`src/rtl/exc_pkg.sv`:
```
package exc_pkg;
  localparam logic [4:0] MODE_USR = 5'h10;
  localparam logic [4:0] MODE_FIQ = 5'h11;
  localparam logic [4:0] MODE_IRQ = 5'h12;
  localparam logic [4:0] MODE_SVC = 5'h13;
  localparam logic [4:0] MODE_ABT = 5'h17;
  localparam logic [4:0] MODE_UND = 5'h1B;

  localparam int BIT_I     = 7;
  localparam int BIT_F     = 6;
  localparam int NUM_BANKS = 5;
  localparam int BANK_IW   = $clog2(NUM_BANKS);

  typedef enum logic [3:0] {
    CS_RESET = 4'd0,
    CS_UNDEF = 4'd1,
    CS_TRAP  = 4'd2,
    CS_PABT  = 4'd3,
    CS_DABT  = 4'd4,
    CS_IRQ   = 4'd6,
    CS_FIQ   = 4'd7,
    CS_RET   = 4'd8,
    CS_NONE  = 4'd15
  } cause_e;

  typedef struct packed {
    logic               hit;
    logic [BANK_IW-1:0] idx;
  } bank_sel_t;

  function automatic logic [4:0] cause_mode(cause_e c);
    case (c)
      CS_UNDEF:          return MODE_UND;
      CS_PABT, CS_DABT:  return MODE_ABT;
      CS_IRQ:            return MODE_IRQ;
      CS_FIQ:            return MODE_FIQ;
      default:           return MODE_SVC;
    endcase
  endfunction

  function automatic bank_sel_t mode_bank(logic [4:0] m);
    bank_sel_t s;
    s.hit = 1'b1;
    case (m)
      MODE_FIQ: s.idx = BANK_IW'(0);
      MODE_IRQ: s.idx = BANK_IW'(1);
      MODE_SVC: s.idx = BANK_IW'(2);
      MODE_ABT: s.idx = BANK_IW'(3);
      MODE_UND: s.idx = BANK_IW'(4);
      default: begin
        s.hit = 1'b0;
        s.idx = '0;
      end
    endcase
    return s;
  endfunction
endpackage

```
`src/rtl/exc_trap_decode.sv`:
```
module exc_trap_decode #(
  parameter int IMM_W = 24
) (
  input  logic             exec_i,
  input  logic [3:0]       class_i,
  input  logic [IMM_W-1:0] imm_i,
  output logic             hit_o,
  output logic [IMM_W-1:0] imm_o
);
  assign hit_o = exec_i && (&class_i);
  assign imm_o = imm_i;
endmodule

```
`src/rtl/exc_prio_sel.sv`:
```
module exc_prio_sel
  import exc_pkg::*;
(
  input  logic   rst_req_i,
  input  logic   dabt_i,
  input  logic   fiq_i,
  input  logic   irq_i,
  input  logic   pabt_i,
  input  logic   undef_i,
  input  logic   trap_i,
  input  logic   ret_ok_i,
  input  logic   i_mask_i,
  input  logic   f_mask_i,
  output logic   take_o,
  output cause_e cause_o
);
  always_comb begin
    take_o  = 1'b1;
    cause_o = CS_NONE;
    if (rst_req_i)                 cause_o = CS_RESET;
    else if (dabt_i)               cause_o = CS_DABT;
    else if (fiq_i && !f_mask_i)   cause_o = CS_FIQ;
    else if (irq_i && !i_mask_i)   cause_o = CS_IRQ;
    else if (pabt_i)               cause_o = CS_PABT;
    else if (undef_i)              cause_o = CS_UNDEF;
    else if (trap_i)               cause_o = CS_TRAP;
    else if (ret_ok_i)             cause_o = CS_RET;
    else                           take_o  = 1'b0;
  end
endmodule

```
`src/rtl/exc_bank_file.sv`:
```
module exc_bank_file #(
  parameter int XLEN = 32,
  parameter int NB   = 5,
  localparam int IW  = (NB > 1) ? $clog2(NB) : 1
) (
  input  logic            clk_i,
  input  logic            rst_ni,
  input  logic            wr_en_i,
  input  logic [IW-1:0]   wr_idx_i,
  input  logic [XLEN-1:0] spsr_wd_i,
  input  logic [XLEN-1:0] lr_wd_i,
  input  logic            rd_hit_i,
  input  logic [IW-1:0]   rd_idx_i,
  output logic [XLEN-1:0] spsr_rd_o,
  output logic [XLEN-1:0] lr_rd_o
);
  logic [XLEN-1:0] spsr_q [NB];
  logic [XLEN-1:0] lr_q   [NB];

  for (genvar g = 0; g < NB; g++) begin : g_bank
    always_ff @(posedge clk_i or negedge rst_ni) begin
      if (!rst_ni) begin
        spsr_q[g] <= '0;
        lr_q[g]   <= '0;
      end else if (wr_en_i && (wr_idx_i == IW'(g))) begin
        spsr_q[g] <= spsr_wd_i;
        lr_q[g]   <= lr_wd_i;
      end
    end
  end

  logic rd_ok;
  assign rd_ok     = rd_hit_i && (32'(rd_idx_i) < NB);
  assign spsr_rd_o = rd_ok ? spsr_q[rd_idx_i] : '0;
  assign lr_rd_o   = rd_ok ? lr_q[rd_idx_i]   : '0;
endmodule

```
`src/rtl/exc_entry_ctrl.sv`:
```
module exc_entry_ctrl
  import exc_pkg::*;
#(
  parameter int              XLEN     = 32,
  parameter int              IMM_W    = 24,
  parameter logic [XLEN-1:0] VEC_BASE = '0
) (
  input  logic             clk_i,
  input  logic             rst_ni,
  input  logic             rst_req_i,
  input  logic             undef_i,
  input  logic             pabt_i,
  input  logic             dabt_i,
  input  logic             irq_i,
  input  logic             fiq_i,
  input  logic             exec_i,
  input  logic [XLEN-1:0]  instr_i,
  input  logic [XLEN-1:0]  pc_i,
  input  logic             ret_i,
  input  logic             status_we_i,
  input  logic [XLEN-1:0]  status_wd_i,
  output logic             redirect_o,
  output logic [3:0]       cause_o,
  output logic [XLEN-1:0]  target_o,
  output logic [XLEN-1:0]  status_o,
  output logic [XLEN-1:0]  saved_status_o,
  output logic [XLEN-1:0]  link_o,
  output logic [IMM_W-1:0] trap_num_o
);
  localparam logic [XLEN-1:0] RST_STATUS = XLEN'({1'b1, 1'b1, 1'b0, MODE_SVC});

  logic [XLEN-1:0]  cpsr_q, cpsr_d;
  logic [IMM_W-1:0] trap_q, trap_d;

  logic             trap_hit;
  logic [IMM_W-1:0] trap_imm;
  logic             take;
  cause_e           cause;
  bank_sel_t        cur_sel, ent_sel;
  logic [4:0]       ent_mode;
  logic [XLEN-1:0]  spsr_rd, lr_rd, link_wd, entry_status, raw_target;
  logic             bank_we;
  logic             unused_bits;

  assign unused_bits = ^{instr_i[XLEN-1:28], pc_i[1:0]};

  exc_trap_decode #(.IMM_W(IMM_W)) u_trap (
    .exec_i  (exec_i),
    .class_i (instr_i[27:24]),
    .imm_i   (instr_i[IMM_W-1:0]),
    .hit_o   (trap_hit),
    .imm_o   (trap_imm)
  );

  assign cur_sel = mode_bank(cpsr_q[4:0]);

  exc_prio_sel u_prio (
    .rst_req_i (rst_req_i),
    .dabt_i    (dabt_i),
    .fiq_i     (fiq_i),
    .irq_i     (irq_i),
    .pabt_i    (pabt_i),
    .undef_i   (undef_i),
    .trap_i    (trap_hit),
    .ret_ok_i  (ret_i && cur_sel.hit),
    .i_mask_i  (cpsr_q[BIT_I]),
    .f_mask_i  (cpsr_q[BIT_F]),
    .take_o    (take),
    .cause_o   (cause)
  );

  assign ent_mode = cause_mode(cause);
  assign ent_sel  = mode_bank(ent_mode);
  assign link_wd  = {pc_i[XLEN-1:2], 2'b00} + XLEN'(4);
  assign bank_we  = take && (cause != CS_RESET) && (cause != CS_RET);

  exc_bank_file #(.XLEN(XLEN), .NB(NUM_BANKS)) u_banks (
    .clk_i     (clk_i),
    .rst_ni    (rst_ni),
    .wr_en_i   (bank_we),
    .wr_idx_i  (ent_sel.idx),
    .spsr_wd_i (cpsr_q),
    .lr_wd_i   (link_wd),
    .rd_hit_i  (cur_sel.hit),
    .rd_idx_i  (cur_sel.idx),
    .spsr_rd_o (spsr_rd),
    .lr_rd_o   (lr_rd)
  );

  always_comb begin
    entry_status        = cpsr_q;
    entry_status[4:0]   = ent_mode;
    entry_status[BIT_I] = 1'b1;
    if (cause == CS_FIQ) entry_status[BIT_F] = 1'b1;
  end

  always_comb begin
    cpsr_d = cpsr_q;
    trap_d = trap_q;
    if (!take) begin
      if (status_we_i) cpsr_d = status_wd_i;
    end else begin
      case (cause)
        CS_RET:   cpsr_d = spsr_rd;
        CS_RESET: begin
          cpsr_d = RST_STATUS;
          trap_d = '0;
        end
        CS_TRAP: begin
          cpsr_d = entry_status;
          trap_d = trap_imm;
        end
        default: begin
          cpsr_d = entry_status;
          trap_d = '0;
        end
      endcase
    end
  end

  always_ff @(posedge clk_i or negedge rst_ni) begin
    if (!rst_ni) begin
      cpsr_q <= RST_STATUS;
      trap_q <= '0;
    end else begin
      cpsr_q <= cpsr_d;
      trap_q <= trap_d;
    end
  end

  assign raw_target = (cause == CS_RET) ? lr_rd
                                        : VEC_BASE + XLEN'({cause, 2'b00});

  assign redirect_o     = take;
  assign cause_o        = cause;
  assign target_o       = {raw_target[XLEN-1:2], 2'b00};
  assign status_o       = cpsr_q;
  assign saved_status_o = spsr_rd;
  assign link_o         = lr_rd;
  assign trap_num_o     = trap_q;
endmodule

```
`config.mk`:
```
export PLATFORM = sky130hd
export DESIGN_NAME = exc_entry_ctrl
export DESIGN_NICKNAME = d
export VERILOG_FILES = /design/src/rtl/exc_pkg.sv /design/src/rtl/exc_trap_decode.sv /design/src/rtl/exc_prio_sel.sv /design/src/rtl/exc_bank_file.sv /design/src/rtl/exc_entry_ctrl.sv
export SDC_FILE = /design/constraint.sdc
export NUM_CORES = 1
export LEC_CHECK = 0
export BUFFER_PORTS_ARGS = -buffer_cell sky130_fd_sc_hd__buf_2
export CORE_ASPECT_RATIO = 0.7
export CORE_MARGIN = 2
export CORE_UTILIZATION = 45
export DETAILED_ROUTE_END_ITERATION = 16
export HOLD_SLACK_MARGIN = 0.06
export PLACE_DENSITY = 0.62
export RECOVER_POWER = 25
export SLEW_MARGIN = 20
export SYNTH_ARGS = -nofsm -noshare
export SYNTH_HDL_FRONTEND = slang
export SYNTH_SLANG_ARGS = --single-unit
export TNS_END_PERCENT = 20
```
`constraint.sdc`:
```
create_clock -name clk_i -period 3.59 [get_ports clk_i]
set_clock_uncertainty 0.15 [all_clocks]
set_input_delay 0.718 -clock clk_i [delete_from_list [all_inputs] [get_ports clk_i]]
set_output_delay 0.718 -clock clk_i [all_outputs]
set_load 0.01 [all_outputs]
```
==> run_results.csv <==
group,metric,value,unit
placed_design,dpl-instance-area,19000,um2
timing,grt_setup_unrepaired,"true",
setup_path,cp.required,2.72,ns
synth,yosysSeqAreaShare,54.6,%
cells_and_area,final_core_util,57.2,%
cts,clk_pin_slew,0.06,ns
synth,synth_area_leaders,"dfrtp_1, o21ai_0, nand2_1, mux2_1, a221o_1",
floorplan,die_w,235,um
timing,period_share,102,%
synth,synthCells,1662,
cts,htreeDepth,2,
floorplan,ios,264,
power,p_leak,10.1,nW
route,post_drt_wl_per_cell,22.0,um
power,p_per_area,574,nW/um2
timing,final.min_clock_period,3.65,ns
timing,hold_violations,0,
cells_and_area,mostFrequentLayoutCell,"dfrtp_1",
global_route,first_global_vias,14100,
cts,cts.sinks,366,
setup_path,crit_chain,"and3b_2 -> nand2_1 -> buf_4 -> a221o_1 -> a32o_2 -> a31o_4 -> buf_6",
route,dr.max_layer_used,"met4",
route,first_pass_iters,5,
floorplan,initial_core_util,45.4,%
timing,fmax,274,MHz
power,clockPowerShare,33.3,%
cts,clock_path_buffers,3,
route,routed-wl-met3,3490,um
setup_path,r2r_slack,0.29,ns
setup_path,crit_family,"compound AO/OA/AOI/OAI gates",
outcome,status,"complete, but fails checks",
route,vias,14300,
synth,synth_seq_cells,366,
setup_path,cp_max_fo,10,
worst_hold_path,hold_path.class,"in2reg",
cells_and_area,nets,2052,
synth,synth-edff-count,0,
synth,yosys.area.top_type,"dfrtp_1",
route,met2_length,24700,um
global_route,grt_max_degree,108,
power,pwr-share-seq,42.0,%
route,drc_errors,0,
floorplan,coreArea,37000,um2
cts,worstSkewPairLatency,0.54,ns
global_route,grtUsageTotal,27.2,%
synth,yosysUniqueCellTypes,56,
cells_and_area,stdcell_count,2464,
setup_path,worst_path_largest_cell_delay,0.57,ns
route,vias_per_cell,5.82,
cts,clock-root-buffer,"clkbuf_16",
synth,synth.cell_area,16800,um2
global_route,grt_pass1_wl,83200,um
route,routed_wl,54300,um
synth,synthFlopType,"dfrtp_1",
route,m1WireLength,24500,um
route,drt_iter0_drc,1296,
cells_and_area,syn2layout_area_growth,26.0,%
power,intPower,8.39,mW
cells_and_area,final_cell_mix,"dfrtp_1, nand2_1, buf_2",
floorplan,die_area,38900,um2
power,p_sw_share,30.9,%
placed_design,hpwl,33500,um
timing,worst_slew_pin_slew,1.81,ns
cells_and_area,drive_gt1_share,28.1,%
flow_run,drv_cap,1,
setup_path,critPathLaunchType,"register",
worst_hold_path,hold_path_end,"trap_num_o[10]",
global_route,antenna_found_initial,3,
cts,cts_made_buffers,39,
setup_path,crit_buf_inv,2,
floorplan,row_count,59,
setup_path,rr_worst_depth,11,
setup_path,worst-setup-path-type,"reg2out",
timing,holdWs,0.247,ns
power,power_frac_comb,24.7,%
synth,yosysWarnings,0,
worst_hold_path,min_from,"instr_i[10]",
timing,relSlewSlack,-20.5,%
cells_and_area,final_area,21200,um2
setup_path,cp-end-kind,"output pin",
setup_path,r2r-end,"trap_num_o[15]",
placed_design,numPortBuffers,253,
outcome,violations,"max-capacitance violations, max-slew violations, negative setup slack",
power,peakVddDrop,0.387,mV
timing,fin_ws,-0.0612,ns
placed_design,gp_congestion,0.840,
cts,cts_tree,"built",
timing,setup_violations,10,
floorplan,die_h,166,um
placed_design,dp.cells,2352,
setup_path,worst_r2r_startpoint,"status_o[1]",
synth,avgSynthCellArea,10.1,um2
synth,yosysTopAreaCellShare,53.8,%
synth,async_reset_ff_share,100,%
worst_hold_path,hold_path_depth,2,
timing,maxSlewViolCount,68,
route,postRouteAntennaNets,0,
setup_path,worst-endpoint-arrival,2.78,ns
setup_path,critPathSlowestCell,"dfstp_2",
power,switchingPower,3.75,mW
global_route,grt_overflow,0,
[logic make-up (layout without fill, tap and decap cells)]
family                   after synthesis  after routing  share of synthesized area (%)
AO/OA/AOI/OAI                        486            486                           19.7
XOR/XNOR                              28             28                           1.46
adder cells (fa/ha/maj)                2              2                          0.134
buffers and inverters                210            516                           5.13
flip-flops                           366            366                           54.6
multiplexers                         117            117                           7.53
other                                  1              7                         0.0223
AND/OR/NAND/NOR                      452            454                           11.5
[synthesized netlist by cell type (all sizes together), types with 19 or more instances]
| library cell | n |
|---|---|
| mux2 | 75 |
| o221ai | 26 |
| mux2i | 42 |
| o211ai | 24 |
| a221oi | 34 |
| o21ai | 228 |
| nor2b | 24 |
| clkbuf | 103 |
| a22o | 24 |
| nand3 | 20 |
| xor2 | 19 |
| inv | 67 |
| buf | 39 |
| a32o | 26 |
| a221o | 52 |
| dfrtp | 361 |
| nor2 | 93 |
| nand2 | 262 |
| a21oi | 47 |
[power by group through the flow]
stage,clock [mW],sequential (mW),combinational (mW)
after detailed placement,0,5.13,2.70
final,4.04,5.10,3.01
after floorplan,0,5.06,1.57
after global placement,0,5.11,2.66
after CTS,4.11,5.07,2.84
after global routing,4.30,5.17,3.26
[area by class of cell]
cell class	count	area [um2]
Inverter	68	259
Timing Repair Buffer	378	2650
Antenna cell	3	7.51
Tap cell	488	611
Clock inverter	17	173
Sequential cell	366	9170
Clock buffer	53	1100
Fill cell	3224	15800
Multi-Input combinational cell	1091	7190
[per-stage QoR]
stage | worst slack (ns) | setup TNS [ns] | total power, mW
2_1_floorplan | 0.105 | 0 | 6.63
3_3_place_gp | 0.0731 | 0 | 7.77
3_5_place_dp | 0.132 | 0 | 7.84
4_1_cts | -0.0683 | -0.742 | 12.0
5_1_grt | -0.108 | -7.26 | 12.7
6_report | -0.0612 | -0.295 | 12.1
[worst max path at each step]
stage | start | endpoint | depth (start not counted) | slack [ns]
after global placement | status_o[1] | target_o[6] | 6 | 0.07
final | status_o[1] | target_o[2] | 7 | -0.06
after global routing | status_o[1] | target_o[13] | 9 | -0.11
after CTS | status_o[1] | target_o[2] | 8 | -0.07
after detailed placement | pabt_i | target_o[28] | 8 | 0.13
after floorplan | status_o[1] | target_o[4] | 9 | 0.11
[flip-flops by register name, indices dropped and copies added (netlist names)]
name	cells
status_o	32
trap_num_o	24
u_banks.lr_q	150
u_banks.spsr_q	160
[what timing repair did]
item | in CTS | in global routing
hold buffers | 1 | 0
gates resized for setup | 41 | 88
gates cloned | 4 | 4
setup endpoints to repair | 85 | 60
hold endpoints to repair | 64 | 0
pin swaps | 15 | 31
buffers inserted | 21 | 10
[metal layers]
| layer | vias to the layer above | global-route usage (%) |
|---|---|---|
| met4 | 0 | 9.55 |
| met5 | - | 0 |
| met1 | 7215 | 39.4 |
| li1 | 6478 | - |
| met2 | 562 | 42.1 |
| met3 | 92 | 4.03 |
Power figures use the tool's default switching activity.
